**config.mk**
```make
export PLATFORM = sky130hd
export DESIGN_NAME = ipc_link_pair
export DESIGN_NICKNAME = d
export VERILOG_FILES = /design/src/rtl/ipc_link_pkg.sv /design/src/rtl/ipc_link_ctrl.sv /design/src/rtl/ipc_link_dp.sv /design/src/rtl/ipc_link_pair.sv
export SDC_FILE = /design/constraint.sdc
export NUM_CORES = 1
export LEC_CHECK = 0
export CAP_MARGIN = 30
export CORE_MARGIN = 1
export CORE_UTILIZATION = 48
export DETAILED_ROUTE_END_ITERATION = 8
export PLACE_DENSITY = 0.86
export SLEW_MARGIN = 20
export SYNTH_ARGS = -nofsm -noshare
export SYNTH_HDL_FRONTEND = slang
export SYNTH_SLANG_ARGS = --single-unit
```
**constraint.sdc**
```tcl
create_clock -name clk -period 1.67 [get_ports clk]
set_input_delay 0.167 -clock clk [delete_from_list [all_inputs] [get_ports clk]]
set_output_delay 0.167 -clock clk [all_outputs]
set_load 0.01 [all_outputs]
```
**src/rtl/ipc_link_pkg.sv**
```systemverilog
package ipc_link_pkg;
  localparam int NCARD = 2;

  typedef enum logic [2:0] {
    OP_FLAG    = 3'd0,
    OP_SKIPCLR = 3'd1,
    OP_SKIPSET = 3'd2,
    OP_OUT     = 3'd3,
    OP_LOAD    = 3'd4,
    OP_MERGE   = 3'd5,
    OP_SETCTL  = 3'd6,
    OP_CLRCTL  = 3'd7
  } ioOp_e;

  typedef struct packed {
    logic loadObuf;
    logic takeRx;
    logic takeLoop;
    logic retLoad;
    logic retMerge;
  } dpStrobes_t;
endpackage

```
**src/rtl/ipc_link_ctrl.sv**
```systemverilog
module ipc_link_ctrl
  import ipc_link_pkg::*;
(
  input  logic                       clk,
  input  logic                       rst_n,
  input  logic                       diagMode,
  input  logic                       crs,
  input  logic [NCARD-1:0]           ioValid,
  input  logic [NCARD-1:0][2:0]      ioOp,
  input  logic [NCARD-1:0]           ioHc,
  input  logic [NCARD-1:0]           rxStrobe,
  output dpStrobes_t [NCARD-1:0]     strobes,
  output logic [NCARD-1:0]           ctlBit,
  output logic [NCARD-1:0]           cmdBit,
  output logic [NCARD-1:0]           flag,
  output logic [NCARD-1:0]           flagBuf,
  output logic [NCARD-1:0]           skip,
  output logic [NCARD-1:0]           txStrobe
);
  for (genvar k = 0; k < NCARD; k++) begin : g_card
    localparam int O = NCARD - 1 - k;
    logic doStc, doClc, doFlag, arrive, loopIn, setF, clrF, skipHit;

    always_comb begin
      doStc   = ioValid[k] && (ioOp[k] == OP_SETCTL);
      doClc   = ioValid[k] && (ioOp[k] == OP_CLRCTL);
      doFlag  = ioValid[k] && (ioOp[k] == OP_FLAG) && !ioHc[k];
      arrive  = rxStrobe[k] && !diagMode;
      loopIn  = diagMode && ioValid[O] && (ioOp[O] == OP_SETCTL);
      setF    = arrive || loopIn || doFlag;
      clrF    = ioValid[k] && ioHc[k];
      skipHit = ioValid[k] &&
                (((ioOp[k] == OP_SKIPSET) && flag[k]) ||
                 ((ioOp[k] == OP_SKIPCLR) && !flag[k]));
      strobes[k].loadObuf = ioValid[k] && (ioOp[k] == OP_OUT);
      strobes[k].takeRx   = arrive;
      strobes[k].takeLoop = loopIn;
      strobes[k].retLoad  = ioValid[k] && (ioOp[k] == OP_LOAD);
      strobes[k].retMerge = ioValid[k] && (ioOp[k] == OP_MERGE);
    end

    always_ff @(posedge clk or negedge rst_n) begin
      if (!rst_n) begin
        ctlBit[k]   <= 1'b0;
        cmdBit[k]   <= 1'b0;
        flag[k]     <= 1'b1;
        flagBuf[k]  <= 1'b1;
        skip[k]     <= 1'b0;
        txStrobe[k] <= 1'b0;
      end else begin
        if (crs || doClc)                 ctlBit[k] <= 1'b0;
        else if (doStc)                   ctlBit[k] <= 1'b1;
        if (crs || doClc || arrive)       cmdBit[k] <= 1'b0;
        else if (doStc)                   cmdBit[k] <= 1'b1;
        if (setF) begin
          flag[k]    <= 1'b1;
          flagBuf[k] <= 1'b1;
        end else if (clrF) begin
          flag[k]    <= 1'b0;
          flagBuf[k] <= 1'b0;
        end
        skip[k]     <= skipHit;
        txStrobe[k] <= doStc && !diagMode;
      end
    end
  end
endmodule

```
**src/rtl/ipc_link_dp.sv**
```systemverilog
module ipc_link_dp
  import ipc_link_pkg::*;
#(
  parameter int DATA_W = 16
) (
  input  logic                          clk,
  input  logic                          rst_n,
  input  dpStrobes_t [NCARD-1:0]        strobes,
  input  logic [NCARD-1:0][DATA_W-1:0]  busIn,
  input  logic [NCARD-1:0][DATA_W-1:0]  rxWord,
  output logic [NCARD-1:0][DATA_W-1:0]  busOut,
  output logic [NCARD-1:0][DATA_W-1:0]  txWord
);
  logic [NCARD-1:0][DATA_W-1:0] obuf;
  logic [NCARD-1:0][DATA_W-1:0] ibuf;

  for (genvar k = 0; k < NCARD; k++) begin : g_card
    localparam int O = NCARD - 1 - k;

    always_ff @(posedge clk or negedge rst_n) begin
      if (!rst_n) begin
        obuf[k]   <= '0;
        ibuf[k]   <= '0;
        busOut[k] <= '0;
      end else begin
        if (strobes[k].loadObuf) obuf[k] <= busIn[k];
        if (strobes[k].takeRx)        ibuf[k] <= rxWord[k];
        else if (strobes[k].takeLoop) ibuf[k] <= obuf[O];
        if (strobes[k].retLoad)       busOut[k] <= ibuf[k];
        else if (strobes[k].retMerge) busOut[k] <= ibuf[k] | busIn[k];
        else                          busOut[k] <= '0;
      end
    end

    assign txWord[k] = obuf[k];
  end
endmodule

```
**src/rtl/ipc_link_pair.sv**
```systemverilog
module ipc_link_pair
  import ipc_link_pkg::*;
#(
  parameter int DATA_W = 16
) (
  input  logic                          clk,
  input  logic                          rst_n,
  input  logic                          diagMode,
  input  logic                          crs,
  input  logic [NCARD-1:0]              ioValid,
  input  logic [NCARD-1:0][2:0]         ioOp,
  input  logic [NCARD-1:0]              ioHc,
  input  logic [NCARD-1:0][DATA_W-1:0]  busIn,
  output logic [NCARD-1:0][DATA_W-1:0]  busOut,
  output logic [NCARD-1:0]              skip,
  output logic [NCARD-1:0]              ctlBit,
  output logic [NCARD-1:0]              cmdBit,
  output logic [NCARD-1:0]              flag,
  output logic [NCARD-1:0]              flagBuf,
  output logic [NCARD-1:0]              srq,
  output logic [NCARD-1:0]              txStrobe,
  output logic [NCARD-1:0][DATA_W-1:0]  txWord,
  input  logic [NCARD-1:0]              rxStrobe,
  input  logic [NCARD-1:0][DATA_W-1:0]  rxWord
);
  dpStrobes_t [NCARD-1:0] strobes;

  ipc_link_ctrl u_ctrl (
    .clk(clk), .rst_n(rst_n), .diagMode(diagMode), .crs(crs),
    .ioValid(ioValid), .ioOp(ioOp), .ioHc(ioHc), .rxStrobe(rxStrobe),
    .strobes(strobes), .ctlBit(ctlBit), .cmdBit(cmdBit), .flag(flag),
    .flagBuf(flagBuf), .skip(skip), .txStrobe(txStrobe)
  );

  ipc_link_dp #(.DATA_W(DATA_W)) u_dp (
    .clk(clk), .rst_n(rst_n), .strobes(strobes), .busIn(busIn),
    .rxWord(rxWord), .busOut(busOut), .txWord(txWord)
  );

  assign srq = flag;
endmodule

```
* Yosys cells after proc, flatten, opt, wreduce, memory -nomap -nowiden
Cells that the tools add are included.
** Word-level totals
- Flip-flop bits (word level) :: 106
- Bits of input ports :: 80
- Word-level logic and storage cells :: 105
- Output and inout port bits :: 78
** Operators by class
- Bitwise gates (word level) :: 2
- Multiplexer cells :: 18
- Reduce and logical (&&, ||, !) cells :: 55
- Equality and inequality tests :: 14
** Operator list (count)
- two-way mux 16 bit :: 8
- bitwise OR 16 bit :: 2
- logical AND 1 bit :: 30
- equality test 3 bit, second input constant :: 8
- nonzero test 2 bit :: 8
- equality test 3 x 2 -> 1 bit, second input constant :: 4
- logical OR 1 bit :: 10
- two-way mux 1 bit :: 10
- equality test 3 x 1 -> 1 bit, second input constant :: 2
- zero test 3 bit :: 2
- zero test 1 bit :: 5

* Depth between registers and ports, before layout
- Depth in word-level cells :: 5
- Mapped depth :: 5
- Mapped depth without buffers :: 3

* Hierarchy
From an unflattened synthesis, not the netlist that was laid out.
** Unflattened totals
- Cells, all modules :: 398
- Area total of the unflattened synthesis :: 4687.0 um^2
** Modules (own cells, without submodules)
- ipc_link_dp :: cells an instance 340, area an instance 4106.4 um^2, sequential area each 2402.3 um^2, instances 1
- ipc_link_ctrl :: cells an instance 56, area an instance 565.5 um^2, sequential area each 252.7 um^2, instances 1
- ipc_link_pair :: cells an instance 2, area an instance 15.0 um^2, sequential area each 0.0 um^2, instances 1

* Worst setup path before layout
No wires, ideal clock.
- Path kind :: input to register
- From :: in rxStrobe[0]
- To :: reg u_dp.ibuf[11] (netlist name)
- Data arrival time :: 1107 ps
- Library setup time :: 123 ps
- Path buffers :: 1
- Slack :: 440 ps
- Stages on the path :: 4
- Required time :: 1547 ps
- Path through :: nor2b_1 > clkbuf_1 > or2b_1 > o221a_1
** On the way
- Cells in the longest elaborated chain, start to end :: 2
- Elaborated cells on any way between the ends :: 3
- Classes of those cells :: mux (1); reduce/logical (2)
** Ends and longest elaborated chain
- start: declaration :: RTL line ipc_link_pair.sv:23 : input logic [NCARD-1:0] rxStrobe,
- logical AND 1 bit (*) :: RTL line ipc_link_ctrl.sv:28 : arrive = rxStrobe[k] && !diagMode;
- two-way mux 16 bit or nonzero test 2 bit (tied branches)
- end signal: indexed assignment :: RTL line ipc_link_dp.sv:27 : if (strobes[k].takeRx) ibuf[k] <= rxWord[k];
- end signal: indexed assignment :: RTL line ipc_link_dp.sv:28 : else if (strobes[k].takeLoop) ibuf[k] <= obuf[O];
- end: declaration :: RTL line ipc_link_dp.sv:15 : logic [NCARD-1:0][DATA_W-1:0] ibuf;
Mark *: on every way between the ends. The rest lies on a longest branch, timed or not.
A chain may end at the register's enable or synchronous reset.

* Final worst setup path
- From :: reg u_dp.obuf, in the netlist u_dp.txWord[8]
- To :: out txWord[8] (netlist name)
** RTL lines
- start: declaration :: RTL line ipc_link_dp.sv:14 : logic [NCARD-1:0][DATA_W-1:0] obuf;
- start signal: indexed assignment :: RTL line ipc_link_dp.sv:26 : if (strobes[k].loadObuf) obuf[k] <= busIn[k];
- end: declaration :: RTL line ipc_link_pair.sv:22 : output logic [NCARD-1:0][DATA_W-1:0] txWord,
No word-level cell between the ends.

==> out/results.tsv <==
stage	metric	value	unit
outcome	outcome	complete, no violations	
yosys	Ys Warns	0	
worst_setup_path	Crit Path Max Fanout	3	
grt	initial antenna violation count	0	
worst_setup_path	FF-to-FF setup slack	460	ps
floorplan	core area	8680	um^2
grt	number of global-route vias before repair	3626	
floorplan	chip height	96.3	um
sta	max-slew violations	0	
yosys	most frequent cell after synthesis	dfrtp_1	
sta	worst rel slew slack	67.1	%
drt	vias post-DR	3471	
power_and_ir_drop	NetSw	1.66	mW
power_and_ir_drop	Seq pwr share	52.3	%
worst_setup_path	FF-to-FF Start	u_ctrl.flag[1]	
sta	Hold Slack	307	ps
sta	Max Clk Rate	667	MHz
yosys	commonest cells in the netlist	dfrtp_1, a21oi_1, nor2_1	
power_and_ir_drop	Comb pwr share	23.7	%
clock_network	later-pin clock latency in the skew report	350	ps
yosys	Synth top area share	60.9	%
placement	gpl congestion	0.860	
worst_setup_path	kind of critical path	reg -> out	
drt	vias per cell	5.54	
final_layout	Fillers	615	
final_layout	multi-input logic area	1500	um^2
sta	Final setup viols	0	
final_layout	fin cells	627	
yosys	post-synth top area cell	dfrtp_1	
drt	drt pass-1 iters	5	
sta	clk_skew	8.91	ps
grt	global-route wire length before repair	18.5	mm
clock_network	Max Buffers Root-to-Sink	2	
floorplan	die width	96.3	um
power_and_ir_drop	Worst VDD drop	604	uV
power_and_ir_drop	Pint	4.38	mW
yosys	Seq/Total Area, Yosys	62.2	%
floorplan	initial core utilization	49.2	%
grt	Tot GR Track Use	27.6	%
worst_setup_path	CP Launch Point	u_dp.txWord[8]	
sta	crit share post-route	89.8	%
floorplan	Rows	34	
sta	min cycle time layout	1500	ps
worst_setup_path	Slowest cell on crit path	clkdlybuf4s50_1	
placement	placed cells	608	
power_and_ir_drop	PwrDens	948	nW/um^2
yosys	post-synth design cell area	4270	um^2
floorplan	die area	9280	um^2
worst_setup_path	crit-path cells	clkdlybuf4s50_1	
sta	RSZ-0062 raised after global routing	no	
yosys	Main synth FF type	dfrtp_1	
clock_network	CTS root buffer	clkbuf_8	
grt	total grt overflow	0	
yosys	Cell variety after synth	26	
worst_setup_path	crit path DAT	1330	ps
worst_setup_path	Worst setup EP type	primary output	
final_layout	FF+latch area	2660	um^2
sta	Least-Margin Pin Slew	493	ps
power_and_ir_drop	Clock power frac	24.0	%
yosys	EDFF count, synth	0	
worst_setup_path	startpoint types	flop	
power_and_ir_drop	Leakage	2.71	nW
final_layout	Layout area overhead	49.2	%
placement	DP HPWL	9.03	mm
yosys	Mapped Cells	330	
run	max cap viols	0	
power_and_ir_drop	sw frac	27.5	%
final_layout	fin nets	594	
drt	Avg WL per Cell	19.5	um
yosys	syn_nets	410	
clock_network	cts bufs inserted	9	
final_layout	fin util	73.4	%
worst_setup_path	Crit path max-delay family	buffers and inverters	
hold_path	Hold Path Class	in -> async	
sta	final hold viol count	0	
worst_setup_path	CP bufs+invs	1	
drt	DR DRC count	0	
worst_setup_path	critical path required time	1500	ps
final_layout	antenna cells	0	
grt	largest net degree at the start of global routing	49	
placement	Buffers on Ports	157	
clock_network	CTS tree	built	
yosys	syn avg cell area	12.9	um^2
clock_network	CTS H-Tree Depth	3	
drt	Routed WL	12.2	mm
final_layout	layout cells sized above 1	20.6	%
drt	Routed Antenna Nets	0	
yosys	flops & latches, synth	106	
floorplan	# IOs	158	
yosys	Post-synth ARST share	100	%
clock_network	CTS Sinks	106	
drt	Initial DRC Count	130	
worst_setup_path	Max stage delay on crit path	560	ps
clock_network	Clock transition at path regs	90	ps
yosys	Synth area leaders	dfrtp_1, mux2_2, o221a_1, a21oi_1, nand2b_1	
## state kept, by name (all words and copies together) (netlist names)
| signal | cells |
|---|---|
| u_dp.busOut | 32 |
| u_ctrl.skip | 2 |
| u_dp.ibuf | 32 |
| u_ctrl.ctlBit | 2 |
| u_ctrl.flag | 2 |
| u_dp.txWord | 32 |
| u_ctrl.txStrobe | 2 |
| u_ctrl.cmdBit | 2 |
## routing by layer
metal,wire [um],vias to the layer above,track usage (%)
met4,261,0,9.80
met2,6480,141,48.2
met1,4700,1766,34.5
li1,-,1543,-
met3,806,21,4.82
met5,0,-,0
## logic make-up (layout without fill, tap and decap cells)
| group | count (synthesis) | after routing | synth area share [%] |
|---|---|---|---|
| flops | 106 | 106 | 62.2 |
| simple gates | 98 | 98 | 13.1 |
| compound gates | 74 | 74 | 13.6 |
| mux | 32 | 32 | 8.44 |
| buf+inv | 20 | 209 | 2.64 |
## placed cells by master, fill, tap and decap left out
cell	synthesis	final
or2_1	2	2
dlymetal6s2s_1	0	4
clkinv_2	0	1
nor4b_1	2	2
buf_4	4	32
nand2_1	6	6
clkbuf_8	0	10
a21oi_1	36	36
o221a_1	18	18
nor2b_1	4	4
clkinv_4	0	1
o221a_2	14	14
nand2b_1	26	26
clkdlybuf4s50_1	0	150
nor2_1	34	34
nand4b_2	2	2
mux2_2	32	32
dlygate4sd2_1	0	2
nand3b_1	2	2
or2_2	2	2
dlygate4sd3_1	0	1
nand3_2	2	2
nor3b_1	4	4
nand3_1	2	2
clkinvlp_4	0	2
clkbuf_1	8	1
inv_6	0	1
a211oi_1	2	2
dfrtp_1	104	104
or2b_1	10	10
o21ai_0	2	2
o21ai_2	2	2
dfstp_2	2	2
buf_12	0	4
## area by class of cell
cell class                      instances  share of cell area (%)
Sequential cell                       106                    41.7
Multi-Input combinational cell        204                    23.6
Clock buffer                           11                    2.22
Tap cell                              108                    2.12
Clock inverter                          5                   0.589
Timing Repair Buffer                  193                    29.8
## worst paths after layout
path | cells after the start | end
setup reg to reg | 5 | u_ctrl.skip[1]
setup / recovery | 1 | txWord[8]
hold / removal | 2 | u_dp.txWord[26]
max in group asynchronous | 3 | u_dp.ibuf[26]
hold reg to reg | 2 | u_dp.busOut[1]
min in group clk | 3 | u_dp.busOut[14]
## through the flow
stage	setup TNS [ps]	worst slack [ps]	total power, mW	instance area [um^2]
4_1_cts	0	9.51	6.06	6360
6_report	0	170	6.04	6370
3_3_place_gp	0	21.5	4.57	6160
2_1_floorplan	0	440	3.69	4270
3_5_place_dp	-1000	-52.7	4.63	6160
5_1_grt	0	88.3	6.30	6370
## power groups by stage
stage | Combinational, mW | Sequential, mW | Clock, mW
after CTS | 1.45 | 3.15 | 1.47
final | 1.43 | 3.16 | 1.45
after global placement | 1.38 | 3.19 | 0
after global routing | 1.54 | 3.19 | 1.58
after floorplan | 0.458 | 3.23 | 0
after detailed placement | 1.43 | 3.20 | 0
## repair_timing
item | CTS | global route
endpoints found under the setup margin | 3 | 4
hold buffers | 1 | 0
hold endpoints to repair | 34 | 0
setup buffers | 2 | 0
resized for setup | 2 | 4
pin swaps | 0 | 0
Note: power is estimated with default switching activity, not from simulation.
